[config.mk]
export PLATFORM = sky130hd
export DESIGN_NAME = dtc_bank
export DESIGN_NICKNAME = d
export VERILOG_FILES = /design/src/rtl/dtc_pkg.sv /design/src/rtl/dtc_satcnt.sv /design/src/rtl/dtc_bank.sv
export SDC_FILE = /design/constraint.sdc
export NUM_CORES = 1
export LEC_CHECK = 0
export ABC_AREA = 1
export BUFFER_PORTS_ARGS = -buffer_cell sky130_fd_sc_hd__buf_2
export CORE_UTILIZATION = 41
export DETAILED_ROUTE_END_ITERATION = 10
export SLEW_MARGIN = 20
export SYNTH_ARGS = -nofsm -noshare
export SYNTH_HDL_FRONTEND = slang
export SYNTH_SLANG_ARGS = --single-unit
[constraint.sdc]
create_clock -name clk -period 1.35 [get_ports clk]
set_input_delay 0.27 -clock clk [delete_from_list [all_inputs] [get_ports clk]]
set_output_delay 0.27 -clock clk [all_outputs]
set_load 0.005 [all_outputs]
[src/rtl/dtc_pkg.sv]
`timescale 1ns/1ps
package dtc_pkg;

    typedef enum logic [2:0] {
        CMD_NOP = 3'd0,
        CMD_ACT = 3'd1,
        CMD_PRE = 3'd2,
        CMD_RD  = 3'd3,
        CMD_WR  = 3'd4,
        CMD_RET = 3'd5,
        CMD_MSK = 3'd6,
        CMD_RSV = 3'd7
    } cmd_e;

    localparam int NUM_RULES = 12;

    localparam int V_RC     = 0;
    localparam int V_RAS    = 1;
    localparam int V_RP     = 2;
    localparam int V_RR     = 3;
    localparam int V_PP     = 4;
    localparam int V_RCD    = 5;
    localparam int V_CC     = 6;
    localparam int V_RTR    = 7;
    localparam int V_RDP    = 8;
    localparam int V_RTP    = 9;
    localparam int V_CLOSED = 10;
    localparam int V_REOPEN = 11;

    function automatic int max2(input int a, input int b);
        return (a > b) ? a : b;
    endfunction

endpackage

[src/rtl/dtc_satcnt.sv]
`timescale 1ns/1ps
module dtc_satcnt #(
    parameter int W = 5
) (
    input  logic         clk,
    input  logic         rst_n,
    input  logic         restart,
    output logic [W-1:0] cnt
);
    localparam logic [W-1:0] TOP = '1;

    // Counts cycles since the last restart and holds at TOP.
    always_ff @(posedge clk) begin
        if (!rst_n) begin
            cnt <= TOP;
        end else if (restart) begin
            cnt <= W'(1);
        end else if (cnt != TOP) begin
            cnt <= cnt + 1'b1;
        end
    end

    // the counter starts expired and never wraps to zero
    assert_cnt_nonzero_R1: assert property (@(posedge clk) disable iff (!rst_n)
        cnt != '0);

endmodule

[src/rtl/dtc_bank.sv]
`timescale 1ns/1ps
module dtc_bank
    import dtc_pkg::*;
#(
    parameter int CW         = 5,
    parameter int T_RC       = 28,
    parameter int T_RAS      = 20,
    parameter int T_RP       = 8,
    parameter int T_RCD_FAST = 9,
    parameter int T_RCD_SLOW = 7,
    parameter int T_RDP      = 4,
    parameter int T_RTP      = 4
) (
    input  logic                 clk,
    input  logic                 rst_n,
    input  logic                 sel,
    input  cmd_e                 cmd,
    input  logic                 fast,
    output logic [NUM_RULES-1:0] viol
);
    typedef enum logic {BK_CLOSED = 1'b0, BK_OPEN = 1'b1} bank_st_e;

    bank_st_e state_q, state_d;

    logic is_act, is_pre, is_rd, is_wr, is_ret;
    logic [CW-1:0] act_cnt, pre_cnt, rd_cnt, ret_cnt;
    logic [CW-1:0] rcd_min;

    assign is_act = sel && (cmd == CMD_ACT);
    assign is_pre = sel && (cmd == CMD_PRE);
    assign is_rd  = sel && (cmd == CMD_RD);
    assign is_wr  = sel && (cmd == CMD_WR);
    assign is_ret = sel && (cmd == CMD_RET);

    assign rcd_min = fast ? CW'(T_RCD_FAST) : CW'(T_RCD_SLOW);

    dtc_satcnt #(.W(CW)) u_act_cnt (.clk(clk), .rst_n(rst_n), .restart(is_act), .cnt(act_cnt));
    dtc_satcnt #(.W(CW)) u_pre_cnt (.clk(clk), .rst_n(rst_n), .restart(is_pre), .cnt(pre_cnt));
    dtc_satcnt #(.W(CW)) u_rd_cnt  (.clk(clk), .rst_n(rst_n), .restart(is_rd),  .cnt(rd_cnt));
    dtc_satcnt #(.W(CW)) u_ret_cnt (.clk(clk), .rst_n(rst_n), .restart(is_ret), .cnt(ret_cnt));

    // State register
    always_ff @(posedge clk) begin
        if (!rst_n) begin
            state_q <= BK_CLOSED;
        end else begin
            state_q <= state_d;
        end
    end

    // Next state: OPEN_ON_ACT and CLOSE_ON_PRE
    always_comb begin
        state_d = state_q;
        unique case (state_q)
            BK_CLOSED: if (is_act) state_d = BK_OPEN;
            BK_OPEN:   if (is_pre) state_d = BK_CLOSED;
        endcase
    end

    // Outputs: per-bank rule checks against the counters as they stand
    always_comb begin
        viol = '0;
        if (is_act) begin
            viol[V_RC]     = act_cnt < CW'(T_RC);
            viol[V_RP]     = pre_cnt < CW'(T_RP);
            viol[V_REOPEN] = (state_q == BK_OPEN);
        end
        if (is_pre) begin
            viol[V_RAS] = act_cnt < CW'(T_RAS);
            viol[V_RDP] = rd_cnt  < CW'(T_RDP);
            viol[V_RTP] = ret_cnt < CW'(T_RTP);
        end
        if (is_rd || is_wr) begin
            viol[V_RCD]    = act_cnt < rcd_min;
            viol[V_CLOSED] = (state_q == BK_CLOSED);
        end
    end

    // an activate always leaves the bank open
    assert_open_on_act_R10: assert property (@(posedge clk) disable iff (!rst_n)
        is_act |=> (state_q == BK_OPEN));

    // a row precharge always leaves the bank closed
    assert_close_on_pre_R10: assert property (@(posedge clk) disable iff (!rst_n)
        is_pre |=> (state_q == BK_CLOSED));

endmodule

==> results of run 1 <==
==> flip-flops by register name, indices dropped and copies added, names as in the netlist <==
name	flops
state_q	1
u_act_cnt.cnt	5
u_pre_cnt.cnt	5
u_rd_cnt.cnt	5
u_ret_cnt.cnt	5
==> power groups by stage <==
stage	Clock [uW]	Sequential, uW	Combinational (uW)
after floorplan	0	1080	1540
after global placement	0	1080	2240
after detailed placement	0	1080	2270
after CTS	326	1100	2440
after global routing	349	1220	3650
final	311	1180	3260
==> final cells by class <==
| cell class | count | area [um^2] | share of cell area (%) |
|---|---|---|---|
| clock buffer | 3 | 22.5 | 1.13 |
| clock inverter | 1 | 5.00 | 0.250 |
| inverter | 39 | 149 | 7.44 |
| multi-input combinational | 139 | 936 | 46.8 |
| sequential | 21 | 437 | 21.8 |
| tap | 44 | 55.1 | 2.75 |
| timing repair buffer | 53 | 397 | 19.8 |
==> through the flow <==
stage          instances  hold slack [ns]  util, %  worst slack (ns)
2_1_floorplan        208            0.428        -           0.00265
3_3_place_gp         287            0.501     53.5           -0.0709
3_5_place_dp         287            0.504     53.5           -0.0661
4_1_cts              292            0.200     56.8            -0.350
5_1_grt              300            0.217     65.0            -0.389
6_report             300            0.219     65.0            -0.293
==> metal layers <==
layer / up-vias / track usage [%] / wire length [um]
met4: 0 / 5.10 / 21
li1: 745 / - / -
met2: 17 / 30.5 / 1510
met3: 2 / 2.62 / 69
met5: - / 0 / 0
met1: 591 / 22.7 / 1420
==> repair_timing <==
action / 4_1_cts / 5_1_grt
pin swaps: 10 / 28
setup buffers: 1 / 8
resized for setup: 27 / 54
setup endpoints to repair: 22 / 23
==> how the worst min path moves through the flow <==
stage,cells past startpoint,to,slack [ns],startpoint
3_5_place_dp,2,u_act_cnt.cnt[1],0.50,u_act_cnt.cnt[1]
2_1_floorplan,3,u_rd_cnt.cnt[0],0.43,rst_n
6_report,2,u_rd_cnt.cnt[2],0.22,rst_n
5_1_grt,2,u_rd_cnt.cnt[2],0.22,rst_n
3_3_place_gp,2,u_act_cnt.cnt[1],0.50,u_act_cnt.cnt[1]
4_1_cts,2,u_rd_cnt.cnt[2],0.20,rst_n
==> placed cells by master (no fill, tap or decap), drive strengths merged, types with 2 or more instances in the layout <==
| master | count |
|---|---|
| a21oi | 2 |
| buf | 53 |
| clkbuf | 3 |
| conb | 4 |
| dfxtp | 21 |
| ha | 11 |
| inv | 39 |
| nand2 | 44 |
| nand3 | 33 |
| nand4 | 2 |
| nor2 | 26 |
| nor3 | 8 |
| o211ai | 3 |
| o21ai | 5 |
==> logic make-up after synthesis <==
family | count (synthesis) | synth area share (%)
AO/OA/AOI/OAI | 11 | 5.85
adder cells (fa/ha/maj) | 11 | 10.2
buffers and inverters | 48 | 15.7
flip-flops | 21 | 31.2
other | 1 | 0.278
AND/OR/NAND/NOR | 113 | 36.8
==> run_summary.xml, run 1 <==
<?xml version="1.0" encoding="UTF-8"?>
<metrics>
  <group name="global_route">
    <metric name="vias_in_the_first_global_route" unit="">1134</metric>
    <metric name="antenna_found_initial" unit="">0</metric>
    <metric name="grt_first_pass_wirelength" unit="mm">4.72</metric>
    <metric name="grt_overflow" unit="">0</metric>
    <metric name="grt_max_degree" unit="">16</metric>
    <metric name="track_usage" unit="%">17.7</metric>
  </group>
  <group name="timing">
    <metric name="slew_viol_final" unit="">0</metric>
    <metric name="final.min_clock_period" unit="ns">1.64</metric>
    <metric name="achievable-frequency" unit="MHz">609</metric>
    <metric name="final_min_period_over_clock_period" unit="%">122</metric>
    <metric name="timing.clock.skew" unit="ns">0.000675</metric>
    <metric name="setup_viol_count_final" unit="">8</metric>
    <metric name="setup_repair_after_global_routing_missed_its_margin" unit="">yes</metric>
    <metric name="worst_slack" unit="ns">-0.293</metric>
    <metric name="setup_tns" unit="ns">-1.29</metric>
    <metric name="hold_violation_total_from_the_final_report" unit="">0</metric>
  </group>
  <group name="worst_setup_path">
    <metric name="required" unit="ns">1.08</metric>
    <metric name="worstSetupStartpoint" unit="">u_act_cnt.cnt[1]</metric>
    <metric name="cp_num_cells" unit="">8</metric>
    <metric name="crit-reg2reg-capture" unit="">u_act_cnt.cnt[1]</metric>
    <metric name="cp_data_arrival_time" unit="ns">1.37</metric>
    <metric name="timing.setup.critical_path_class" unit="">register to output pin</metric>
    <metric name="cp_num_buf_inv" unit="">3</metric>
    <metric name="worstPathMaxFanout" unit="">2</metric>
    <metric name="worstSetupEndpointType" unit="">output pin</metric>
    <metric name="critical-path-slowest-cell" unit="">sky130_fd_sc_hd__dfxtp_2</metric>
    <metric name="timing.critical_path.slowest_cell_delay" unit="ns">0.35</metric>
    <metric name="r2r_setup_slack" unit="ns">-0.17</metric>
    <metric name="worstReg2RegStart" unit="">u_act_cnt.cnt[1]</metric>
    <metric name="path_common_cell" unit="">sky130_fd_sc_hd__nand3_2</metric>
    <metric name="crit_path_start_kind" unit="">register</metric>
    <metric name="capturing_instance_or_port_of_the_critical_path" unit="">viol[5]</metric>
    <metric name="worstPathCellList" unit="">buf_6, ha_4, nand2_1, inv_1, nand3_2, nand3_2, nor2_1, buf_2</metric>
    <metric name="timing.critical_path.max_delay_family" unit="">flip-flops</metric>
    <metric name="worstRegToRegCells" unit="">10</metric>
  </group>
  <group name="logic_synthesis">
    <metric name="flip_flop_and_latch_count_after_synthesis" unit="">21</metric>
    <metric name="post_synth_inst_count" unit="">205</metric>
    <metric name="netlist.top_cell.by_area" unit="">sky130_fd_sc_hd__dfxtp_1</metric>
    <metric name="synth.cell_area" unit="um^2">1350</metric>
    <metric name="yosys.cell_count.top_type" unit="">sky130_fd_sc_hd__nand2_1</metric>
    <metric name="synth-edff-count" unit="">0</metric>
    <metric name="synth_top_area_share" unit="%">31.2</metric>
    <metric name="synth_top_cells_by_count" unit="">44 x sky130_fd_sc_hd__nand2_1, 39 x sky130_fd_sc_hd__inv_1, 33 x sky130_fd_sc_hd__nand3_1</metric>
    <metric name="synth-warning-count" unit="">0</metric>
    <metric name="synth_async_sr_flop_share" unit="%">0</metric>
    <metric name="ys_seq_area_share" unit="%">31.2</metric>
    <metric name="synth_top_cells_by_area" unit="">sky130_fd_sc_hd__dfxtp_1 31%, sky130_fd_sc_hd__nand2_1 12%, sky130_fd_sc_hd__nand3_1 12%</metric>
    <metric name="postSynth.topFlopCell" unit="">sky130_fd_sc_hd__dfxtp_1</metric>
    <metric name="synth.distinct_cells" unit="">18</metric>
    <metric name="syn_avg_cell_area" unit="um^2">6.57</metric>
  </group>
  <group name="floorplanning">
    <metric name="die_height" unit="um">59.3</metric>
    <metric name="placeableCoreArea" unit="um^2">3080</metric>
    <metric name="ioPinCount" unit="">19</metric>
    <metric name="fp.dieW" unit="um">59.3</metric>
    <metric name="std_cell_rows" unit="">20</metric>
    <metric name="die-area" unit="um^2">3520</metric>
    <metric name="initial_core_util" unit="%">43.8</metric>
  </group>
  <group name="clocking">
    <metric name="cts_tree" unit="">built</metric>
    <metric name="cts_max_level" unit="">1</metric>
    <metric name="tritoncts.num_buffers" unit="">3</metric>
    <metric name="cts.sink_count" unit="">21</metric>
    <metric name="cts_hold_repair.buffers" unit="">0</metric>
    <metric name="clock_pin_transition_on_the_worst_setup_and_hold_timing_paths" unit="ns">0.12</metric>
    <metric name="cts.path.max_buffers" unit="">2</metric>
    <metric name="worstSkewPairLatency" unit="ns">0.30</metric>
    <metric name="clock_tree.root_cell" unit="">sky130_fd_sc_hd__clkbuf_4</metric>
  </group>
  <group name="power_and_ir_drop">
    <metric name="power_frac_seq" unit="%">24.8</metric>
    <metric name="irDropWorstVdd" unit="V">0.00129</metric>
    <metric name="post-layout-total-power" unit="uW">4740</metric>
    <metric name="clock_power_share" unit="%">6.6</metric>
    <metric name="power-per-cell-area" unit="nW/um^2">2370</metric>
    <metric name="power.static_leakage" unit="uW">0.00104</metric>
    <metric name="p_comb_share" unit="%">68.6</metric>
    <metric name="p_int" unit="uW">2750</metric>
    <metric name="switching_power" unit="uW">1990</metric>
    <metric name="swShare" unit="%">42.0</metric>
  </group>
  <group name="finish">
    <metric name="syn2layout_area_growth" unit="%">48.5</metric>
    <metric name="fill_cells" unit="">282</metric>
    <metric name="n_antenna_cell" unit="">0</metric>
    <metric name="layout.cell_area.non_filler" unit="um^2">2000</metric>
    <metric name="final_layout_size_suffix_gt1_share" unit="%">45.7</metric>
    <metric name="finish.net_count" unit="">275</metric>
  </group>
  <group name="status">
    <metric name="result_of_the_run" unit="">complete, but fails checks</metric>
    <metric name="violations" unit="">negative setup slack</metric>
  </group>
  <group name="placement">
    <metric name="hpwl" unit="mm">2.03</metric>
    <metric name="placed_area" unit="um^2">1650</metric>
    <metric name="placement.io_buffers" unit="">14</metric>
    <metric name="place.gp.congestion" unit="">0.812</metric>
  </group>
  <group name="routing">
    <metric name="drt-pass1-iter-count" unit="">4</metric>
    <metric name="dr.first_iter.drc_count" unit="">32</metric>
    <metric name="drt_wl_total" unit="mm">3.02</metric>
    <metric name="drc" unit="">0</metric>
    <metric name="ant_nets" unit="">0</metric>
    <metric name="vias_per_cell" unit="">4.52</metric>
    <metric name="wl_per_cell" unit="um">10.1</metric>
    <metric name="num_vias" unit="">1355</metric>
  </group>
  <group name="flow_run">
    <metric name="max-cap-violations" unit="">0</metric>
  </group>
  <group name="worst_hold_path">
    <metric name="hp-class" unit="">input pin to register</metric>
  </group>
</metrics>
Power figures use the tool's default switching activity.
==> run 2, diff against run 1 <==
Clock period 1.35 ns to 1.55 ns, I/O delays scaled along.
==> run_summary.xml, run 2 (same netlist as run 1, synthesis figures left out) <==
<?xml version="1.0" encoding="UTF-8"?>
<metrics>
  <group name="power_and_ir_drop">
    <metric name="switching_power" unit="uW">1350</metric>
    <metric name="power-per-cell-area" unit="nW/um^2">1920</metric>
    <metric name="clock_power_share" unit="%">9.0</metric>
    <metric name="p_int" unit="uW">1700</metric>
    <metric name="power_frac_seq" unit="%">32.0</metric>
    <metric name="p_comb_share" unit="%">59.1</metric>
    <metric name="swShare" unit="%">44.1</metric>
    <metric name="power.static_leakage" unit="uW">0.000874</metric>
    <metric name="irDropWorstVdd" unit="V">0.000917</metric>
  </group>
  <group name="finish">
    <metric name="finish.net_count" unit="">246</metric>
    <metric name="most_common_library_cell_in_the_layout_ignoring_fill_and_taps" unit="">sky130_fd_sc_hd__nand2_1</metric>
    <metric name="final_layout_size_suffix_gt1_share" unit="%">22.5</metric>
    <metric name="fill_cells" unit="">332</metric>
    <metric name="utilization" unit="%">51.6</metric>
    <metric name="n_antenna_cell" unit="">0</metric>
    <metric name="syn2layout_area_growth" unit="%">17.8</metric>
    <metric name="layout_common_cells" unit="">42 x sky130_fd_sc_hd__nand2_1, 37 x sky130_fd_sc_hd__inv_1, 31 x sky130_fd_sc_hd__nand3_1</metric>
  </group>
  <group name="timing">
    <metric name="timing.clock.skew" unit="ns">0.00484</metric>
    <metric name="hold_violation_total_from_the_final_report" unit="">0</metric>
    <metric name="final.min_clock_period" unit="ns">1.70</metric>
    <metric name="setup_viol_count_final" unit="">1</metric>
    <metric name="setup_repair_after_global_routing_missed_its_margin" unit="">yes</metric>
    <metric name="achievable-frequency" unit="MHz">589</metric>
    <metric name="slew_viol_final" unit="">0</metric>
    <metric name="worst_slack" unit="ns">-0.149</metric>
    <metric name="final_min_period_over_clock_period" unit="%">110</metric>
  </group>
  <group name="placement">
    <metric name="placement.io_buffers" unit="">14</metric>
    <metric name="hpwl" unit="mm">1.85</metric>
    <metric name="place.gp.congestion" unit="">0.761</metric>
    <metric name="placement.setup.worst_slack" unit="ns">0.0410</metric>
  </group>
  <group name="floorplanning">
    <metric name="die-area" unit="um^2">3520</metric>
    <metric name="die_height" unit="um">59.3</metric>
    <metric name="initial_core_util" unit="%">43.8</metric>
    <metric name="placeableCoreArea" unit="um^2">3080</metric>
    <metric name="fp.dieW" unit="um">59.3</metric>
    <metric name="ioPinCount" unit="">19</metric>
    <metric name="std_cell_rows" unit="">20</metric>
  </group>
  <group name="clocking">
    <metric name="clock_tree.root_cell" unit="">sky130_fd_sc_hd__clkbuf_4</metric>
    <metric name="cts_max_level" unit="">1</metric>
    <metric name="cts.sink_count" unit="">21</metric>
    <metric name="worstSkewPairLatency" unit="ns">0.31</metric>
    <metric name="clock_pin_transition_on_the_worst_setup_and_hold_timing_paths" unit="ns">0.12</metric>
    <metric name="cts_hold_repair.buffers" unit="">0</metric>
    <metric name="cts.path.max_buffers" unit="">2</metric>
    <metric name="tritoncts.num_buffers" unit="">3</metric>
    <metric name="cts_tree" unit="">built</metric>
  </group>
  <group name="routing">
    <metric name="drt-pass1-iter-count" unit="">4</metric>
    <metric name="drc" unit="">0</metric>
    <metric name="wl_per_cell" unit="um">9.44</metric>
    <metric name="drt_wl_total" unit="mm">2.56</metric>
    <metric name="ant_nets" unit="">0</metric>
    <metric name="dr.first_iter.drc_count" unit="">26</metric>
    <metric name="num_vias" unit="">1240</metric>
    <metric name="vias_per_cell" unit="">4.58</metric>
  </group>
  <group name="global_route">
    <metric name="grtUsageMet1" unit="%">19.4</metric>
    <metric name="grt_max_degree" unit="">19</metric>
    <metric name="antenna_found_initial" unit="">0</metric>
    <metric name="vias_in_the_first_global_route" unit="">1005</metric>
    <metric name="grt-busiest-layer" unit="">met2</metric>
    <metric name="grt_first_pass_wirelength" unit="mm">4.20</metric>
    <metric name="grt_use_met3" unit="%">3.28</metric>
    <metric name="track_usage" unit="%">15.7</metric>
    <metric name="grt.met2_usage" unit="%">27.3</metric>
    <metric name="grt_overflow" unit="">0</metric>
  </group>
  <group name="worst_hold_path">
    <metric name="hp-class" unit="">input pin to register</metric>
  </group>
  <group name="worst_setup_path">
    <metric name="worstSetupEndpointType" unit="">output pin</metric>
    <metric name="timing.setup.critical_path_class" unit="">register to output pin</metric>
    <metric name="worstPathMaxFanout" unit="">2</metric>
    <metric name="required" unit="ns">1.24</metric>
    <metric name="crit_path_start_kind" unit="">register</metric>
    <metric name="cp_data_arrival_time" unit="ns">1.39</metric>
  </group>
  <group name="status">
    <metric name="result_of_the_run" unit="">complete, but fails checks</metric>
    <metric name="violations" unit="">negative setup slack</metric>
  </group>
  <group name="flow_run">
    <metric name="max-cap-violations" unit="">0</metric>
  </group>
</metrics>
## run 2: power by group through the flow
stage	Combinational (uW)	Clock [uW]	Sequential, uW
after floorplan	1330	0	941
after detailed placement	1650	0	969
after global placement	1640	0	970
after global routing	2110	309	1000
final	1800	273	974
after CTS	1690	286	957
## run 2: repair_timing
action	4_1_cts	5_1_grt
setup buffers	1	1
pin swaps	0	9
resized for setup	5	18
setup endpoints to repair	1	16
## run 2: cell type report
type / count / area [um^2] / share of cell area (%)
well taps: 44 / 55.1 / 3.47
repair buffers: 24 / 145 / 9.14
clock buffers: 4 / 26.3 / 1.65
multi-input cells: 139 / 782 / 49.3
inverters: 39 / 149 / 9.38
flip-flops and latches: 21 / 430 / 27.1
## run 2: metrics by stage
step           hold WS [ns]  std cells  TNS (ns)  instance area (um^2)  total power [uW]
2_1_floorplan         0.468        208         0                  1360              2280
3_3_place_gp          0.504        265         0                  1480              2610
3_5_place_dp          0.503        265         0                  1480              2620
4_1_cts               0.218        270    -0.151                  1520              2930
5_1_grt               0.211        271    -0.266                  1590              3420
6_report              0.227        271    -0.149                  1590              3050
## run 2: final timing paths
path	slack, ns	cells past startpoint	from	to
max reg2reg	0.14	8	u_pre_cnt.cnt[0]	u_pre_cnt.cnt[3]
max	-0.15	7	u_act_cnt.cnt[3]	viol[5]
min	0.23	2	rst_n	u_rd_cnt.cnt[4]
min reg2reg	0.51	2	u_rd_cnt.cnt[1]	u_rd_cnt.cnt[1]
## run 2: worst max-delay path: stages, from the launching register on
cell and delay [ns]:
sky130_fd_sc_hd__dfxtp_4 0.38, sky130_fd_sc_hd__ha_4 0.25, sky130_fd_sc_hd__inv_2 0.03, sky130_fd_sc_hd__nor2_4 0.10, sky130_fd_sc_hd__nand3_2 0.09, sky130_fd_sc_hd__nand3_2 0.07, sky130_fd_sc_hd__nor2_1 0.04, sky130_fd_sc_hd__buf_2 0.12
## run 2: metal layers
layer	part of all wire [%]	vias up	wire length, um
met2	47	11	1210
met3	2.4	2	61
met4	0.78	0	20
met5	0	-	0
li1	-	685	-
met1	50	542	1270
